[src/rtl/dbc_pkg.sv]
package dbc_pkg;
    typedef enum logic [1:0] {
        K_OTHER = 2'b00,
        K_BEQ   = 2'b01,
        K_BNE   = 2'b10,
        K_JUMP  = 2'b11
    } kind_e;

    localparam int OFF_W  = 16;
    localparam int JIDX_W = 26;
endpackage

[src/rtl/dbc_resolve.sv]
module dbc_resolve
    import dbc_pkg::*;
#(
    parameter int XLEN = 32,
    parameter int LANE = 8
) (
    input  kind_e            kind,
    input  logic [XLEN-1:0]  opa,
    input  logic [XLEN-1:0]  opb,
    output logic             is_ctl,
    output logic             taken
);
    localparam int NLANE = XLEN / LANE;

    logic [NLANE-1:0] lane_eq;
    logic             eq;

    // Split equality into lanes so the compare reduces as a shallow AND tree.
    for (genvar g = 0; g < NLANE; g++) begin : g_lane
        assign lane_eq[g] = (opa[g*LANE +: LANE] == opb[g*LANE +: LANE]);
    end

    always_comb begin
        eq     = &lane_eq;
        is_ctl = (kind != K_OTHER);
        unique case (kind)
            K_BEQ:   taken = eq;
            K_BNE:   taken = !eq;
            K_JUMP:  taken = 1'b1;
            default: taken = 1'b0;
        endcase
    end
endmodule

[src/rtl/dbc_target.sv]
module dbc_target #(
    parameter int XLEN   = 32,
    parameter int OFF_W  = 16,
    parameter int JIDX_W = 26
) (
    input  logic [XLEN-1:0]   slot_pc,
    input  logic [OFF_W-1:0]  off,
    input  logic [JIDX_W-1:0] jidx,
    input  logic              is_jump,
    output logic [XLEN-1:0]   target
);
    localparam int HI_W = XLEN - JIDX_W - 2;

    logic [XLEN-1:0] off_ext;
    logic [XLEN-1:0] br_tgt;
    logic [XLEN-1:0] jmp_tgt;

    always_comb begin
        off_ext = {{(XLEN-OFF_W){off[OFF_W-1]}}, off};
        br_tgt  = slot_pc + (off_ext << 2);
        jmp_tgt = {slot_pc[XLEN-1 -: HI_W], jidx, 2'b00};
        target  = is_jump ? jmp_tgt : br_tgt;
    end
endmodule

[src/rtl/dbc_fetch_ctrl.sv]
module dbc_fetch_ctrl
    import dbc_pkg::*;
#(
    parameter int              XLEN     = 32,
    parameter int              CMP_LANE = 8,
    parameter logic [XLEN-1:0] RESET_PC = '0
) (
    input  logic              clk,
    input  logic              rst_n,
    input  logic              stall_i,
    input  logic              delayed_mode_i,
    input  logic [1:0]        dec_kind_i,
    input  logic [XLEN-1:0]   dec_opa_i,
    input  logic [XLEN-1:0]   dec_opb_i,
    input  logic [OFF_W-1:0]  dec_off_i,
    input  logic [JIDX_W-1:0] dec_jidx_i,
    output logic [XLEN-1:0]   fetch_pc_o,
    output logic [XLEN-1:0]   next_pc_o,
    output logic              redirect_o,
    output logic              squash_o,
    output logic              dec_valid_o,
    output logic [XLEN-1:0]   dec_pc_o
);
    localparam logic [XLEN-1:0] STEP = XLEN'(4);

    typedef struct packed {
        logic [XLEN-1:0] pc;
        logic [XLEN-1:0] dec_pc;
        logic            dec_valid;
        logic            dec_slot;
    } state_t;

    state_t          st_d, st_q;
    kind_e           kind;
    logic            is_ctl, taken, live, redirect, squash;
    logic [XLEN-1:0] slot_pc, target, npc;

    assign kind    = kind_e'(dec_kind_i);
    assign slot_pc = st_q.dec_pc + STEP;

    dbc_resolve #(.XLEN(XLEN), .LANE(CMP_LANE)) u_resolve (
        .kind   (kind),
        .opa    (dec_opa_i),
        .opb    (dec_opb_i),
        .is_ctl (is_ctl),
        .taken  (taken)
    );

    dbc_target #(.XLEN(XLEN), .OFF_W(OFF_W), .JIDX_W(JIDX_W)) u_target (
        .slot_pc (slot_pc),
        .off     (dec_off_i),
        .jidx    (dec_jidx_i),
        .is_jump (kind == K_JUMP),
        .target  (target)
    );

    always_comb begin
        st_d     = st_q;
        // Only a real, non-slot instruction in decode may steer fetch.
        live     = st_q.dec_valid && !st_q.dec_slot;
        redirect = live && taken && !stall_i;
        squash   = redirect && !delayed_mode_i;
        if (stall_i)       npc = st_q.pc;
        else if (redirect) npc = target;
        else               npc = st_q.pc + STEP;
        if (!stall_i) begin
            st_d.pc        = npc;
            st_d.dec_pc    = st_q.pc;
            st_d.dec_valid = !squash;
            st_d.dec_slot  = live && is_ctl && delayed_mode_i;
        end
    end

    always_ff @(posedge clk or negedge rst_n) begin
        if (!rst_n) begin
            st_q.pc        <= RESET_PC;
            st_q.dec_pc    <= RESET_PC;
            st_q.dec_valid <= 1'b0;
            st_q.dec_slot  <= 1'b0;
        end else begin
            st_q <= st_d;
        end
    end

    assign fetch_pc_o  = st_q.pc;
    assign next_pc_o   = npc;
    assign redirect_o  = redirect;
    assign squash_o    = squash;
    assign dec_valid_o = st_q.dec_valid;
    assign dec_pc_o    = st_q.dec_pc;
endmodule

[config.mk]
export PLATFORM = sky130hd
export DESIGN_NAME = dbc_fetch_ctrl
export DESIGN_NICKNAME = d
export VERILOG_FILES = /design/src/rtl/dbc_pkg.sv /design/src/rtl/dbc_resolve.sv /design/src/rtl/dbc_target.sv /design/src/rtl/dbc_fetch_ctrl.sv
export SDC_FILE = /design/constraint.sdc
export NUM_CORES = 1
export LEC_CHECK = 0
export BUFFER_PORTS_ARGS = -buffer_cell sky130_fd_sc_hd__buf_2
export CAP_MARGIN = 25
export CORE_MARGIN = 3
export CORE_UTILIZATION = 48
export DETAILED_ROUTE_END_ITERATION = 12
export HOLD_SLACK_MARGIN = 0.15
export PLACE_DENSITY = 0.8
export REMOVE_ABC_BUFFERS = 1
export SLEW_MARGIN = 30
export SYNTH_ARGS = -nofsm -noshare
export SYNTH_HDL_FRONTEND = slang
export SYNTH_SLANG_ARGS = --single-unit
export TNS_END_PERCENT = 1
[constraint.sdc]
create_clock -name clk -period 3.6 [get_ports clk]
set_input_delay 0.18 -clock clk [delete_from_list [all_inputs] [get_ports clk]]
set_output_delay 0.18 -clock clk [all_outputs]
set_load 0.005 [all_outputs]
==> impl_metrics.json <==
{
  "core_um2": 13300,
  "violations": "negative setup slack",
  "final_core_util_pct": 63.38,
  "clockRootBuffer": "clkbuf_16",
  "slew_violations": 0,
  "wirelength_um": 21820,
  "holdCritPathClass": "primary input to flop",
  "crit_required_ns": 3.42,
  "finalHoldViolCount": 0,
  "synthTopCellsByArea": "dfrtp_1 (25%), xnor2_1 (8.0%), buf_4 (7.4%), ha_1 (6.9%), mux2_2 (5.1%)",
  "leakagePower_nw": 3.841,
  "startpoint_type": "flop",
  "insertion_delay_ns": 0.35,
  "dp_cells": 1159,
  "fin_ws_ns": -0.2410,
  "setup_viol": 18,
  "ios": 211,
  "insertedDiodeCount": 0,
  "syn_inst": 801,
  "die_w_um": 123.0,
  "nNetsFinal": 1168,
  "async_flop_share_pct": 100.0,
  "synth_edf_count": 0,
  "synth.top_cell.area_share_pct": 25.15,
  "syn_to_final_growth_pct": 28.33,
  "dp_hpwl_um": 16630,
  "synth_seq_cells": 66,
  "power_density_nw_per_um2": 799.5,
  "rsz0062_at_grt": "yes",
  "synth_top_cell_by_area": "dfrtp_1",
  "cts.clk_slew.worst_paths_ns": 0.05,
  "clock_path_buffers": 2,
  "gp_congestion": 0.9859,
  "worst_pin_slew_ns": 0.8138,
  "die_h_um": 123.0,
  "grt_max_degree": 51,
  "ir_worst_vdd_v": 0.0003056,
  "slew_headroom_pct": 45.75,
  "worstSetupEndpointType": "output pin",
  "start_util_pct": 49.39,
  "synth_ff_type": "dfrtp_1",
  "instances_no_fill": 1198,
  "grt_first_pass_wirelength_um": 33820,
  "clock.fmax_ghz": 0.2604,
  "critPathArrivalTime_ns": 3.66,
  "multiInputGateArea_um2": 4487,
  "crit_type": "flop to output pin",
  "synth_cell_types": 64,
  "die_area_um2": 15120,
  "ys_warn_count": 0,
  "io_buffers": 210,
  "avgRoutedWirePerCell_um": 18.21,
  "outcome": "finished, violations left",
  "grt_pass1_vias": 6760,
  "drive_gt1_share_pct": 38.26,
  "grt_overflow_total": 0,
  "netlist_area_um2": 6566,
  "vias": 7062,
  "first_iter_violations": 675,
  "antenna_found_initial": 0,
  "cts_max_level": 3,
  "drt_pre_antenna_iters": 8,
  "timing.final.crit_share_pct": 106.7,
  "syn-mean-instance-area_um2": 8.198,
  "drc": 0,
  "max-cap-violations": 0,
  "clock_sinks": 66,
  "antenna_left": 0,
  "post_drt_via_cell_ratio": 5.895,
  "layout_min_cycle_time_ns": 3.841,
  "crit_fanout": 3,
  "cts_tree": "yes",
  "nFillCells": 1147,
  "seqCellArea_um2": 1654,
  "rows": 42,
  "yosysSeqAreaShare_pct": 25.15,
  "finClkSkew_ns": 0.004887,
  "cts_buffers": 9,
  "grt_util_all_layers_pct": 28.64
}
metrics by stage:
stage          hold WS (ns)  setup TNS [ns]  area, um2  setup WS [ns]  power, W
2_1_floorplan       -0.1156          -1.363       5961        -0.2397  0.003754
3_3_place_gp         0.2792        -0.05568       7735       -0.05568  0.005369
3_5_place_dp         0.2827         -0.1343       7735        -0.1343  0.005424
4_1_cts              0.1567          -1.402       8402        -0.1620  0.006633
5_1_grt              0.1891          -6.940       8427        -0.4292  0.007232
6_report             0.1665          -2.426       8427        -0.2410  0.006737
path summary, 6_finish.rpt:
| path | slack, ns | to | depth (start not counted) | startpoint |
|---|---|---|---|---|
| setup / recovery | -0.24 | next_pc_o[24] | 16 | dec_pc_o[9] |
| hold / removal | 0.17 | st_q[0] | 3 | delayed_mode_i |
| setup reg to reg | 0.02 | fetch_pc_o[28] | 17 | dec_pc_o[9] |
| hold reg to reg | 0.50 | st_q[0] | 1 | st_q[0] |
| max in group asynchronous | 2.18 | dec_pc_o[2] | 3 | rst_n |
| min in group asynchronous | 0.44 | dec_pc_o[18] | 2 | rst_n |
registers in the layout, summed over array words and instances, names as in the netlist:
name	cells
dec_pc_o	32
dec_valid_o	1
fetch_pc_o	32
st_q	1
kinds of logic (layout without fill, tap and decap cells):
group | count (synthesis) | in the layout | synth area share (%)
simple gates | 256 | 256 | 19.70
flops | 66 | 66 | 25.15
buf+inv | 107 | 328 | 9.966
fa+ha+maj | 37 | 37 | 7.165
mux | 30 | 30 | 5.145
xor+xnor | 79 | 79 | 10.54
compound gates | 226 | 226 | 22.33
per-layer routing:
layer / vias up / part of all wire (%) / wire length (um) / GRT usage [%]
li1: 3311 / - / - / -
met1: 3330 / 40 / 8757 / 36.65
met2: 380 / 48 / 10430 / 47.80
met3: 41 / 9.6 / 2094 / 6.038
met4: 0 / 2.5 / 535 / 10.29
met5: - / 0 / 0 / 0
layout make-up:
| type | instances | share of cell area, % |
|---|---|---|
| Timing Repair Buffer | 301 | 20.92 |
| Multi-Input combinational cell | 628 | 53.24 |
| Tap cell | 176 | 2.613 |
| Inverter | 13 | 0.5791 |
| Sequential cell | 66 | 19.63 |
| Clock buffer | 14 | 3.014 |
where the power goes:
part / internal [W] / leakage (nW) / total, W / switching [W]
registers: 0.00108 / 0.776 / 0.00150 / 0.000427
logic: 0.00218 / 2.94 / 0.00443 / 0.00225
clock network: 0.000478 / 0.123 / 0.000800 / 0.000322
Yosys cell counts, drive strengths merged (6+ instances only):
cell and number:
nor4 6, o22ai 9, dfrtp 66, a221o 6, xor2 19, a211oi 11
a21o 16, and2 8, nand2 72, mux2 30, nor2 58, buf 75
xnor2 60, ha 36, a31oi 19, inv 13, clkbuf 19, nand3 38
nor3 13, nand4 20, a21oi 66, and3 15, o22a 12, o21a 8
o21ai 42
placed cells by master, fill, tap and decap left out, types with 4 or more instances in the layout:
| cell type | synthesis | final |
|---|---|---|
| buf_4 | 65 | 84 |
| o21ai_0 | 40 | 31 |
| nor3_1 | 13 | 12 |
| nand3_1 | 38 | 36 |
| clkbuf_1 | 19 | 4 |
| clkbuf_16 | 0 | 9 |
| o22ai_1 | 9 | 9 |
| a31oi_1 | 19 | 19 |
| inv_1 | 13 | 13 |
| ha_1 | 36 | 32 |
| a21oi_1 | 66 | 58 |
| and2_1 | 7 | 6 |
| nand2_1 | 71 | 69 |
| o211ai_1 | 4 | 4 |
| mux2_2 | 30 | 30 |
| a21o_1 | 16 | 16 |
| dlygate4sd3_1 | 0 | 5 |
| a221o_1 | 6 | 6 |
| and4_1 | 5 | 4 |
| a311oi_1 | 4 | 4 |
| o21ai_1 | 1 | 8 |
| nor2_1 | 58 | 53 |
| o21a_1 | 8 | 8 |
| xor2_1 | 19 | 19 |
| nor4_4 | 2 | 4 |
| a21oi_2 | 0 | 7 |
| dfrtp_1 | 66 | 64 |
| nand4_1 | 19 | 19 |
| nor2_2 | 0 | 5 |
| xnor2_1 | 60 | 59 |
| o22a_1 | 12 | 12 |
| buf_2 | 7 | 210 |
| and3_1 | 15 | 12 |
| a211oi_1 | 11 | 8 |
what timing repair did:
action,in CTS,in global routing
setup endpoints to repair,22,23
gates cloned,0,0
hold buffers,5,0
setup buffers,20,0
gates resized for setup,56,5
hold endpoints to repair,36,0
pin swaps,30,1
worst max-delay path, cell delays in order, from the launching register on:
cell,delay [ns]
dfrtp_1,0.39
and3_4,0.20
and2_1,0.14
nand4_1,0.16
nor2_1,0.20
xor2_1,0.16
ha_1,0.29
a2111oi_2,0.30
o21ai_1,0.11
o21ai_1,0.17
a21bo_2,0.29
a41o_1,0.21
o21ai_1,0.18
o41ai_2,0.10
buf_4,0.14
a21oi_1,0.15
buf_2,0.14
Note: power is estimated with default switching activity, not from simulation.
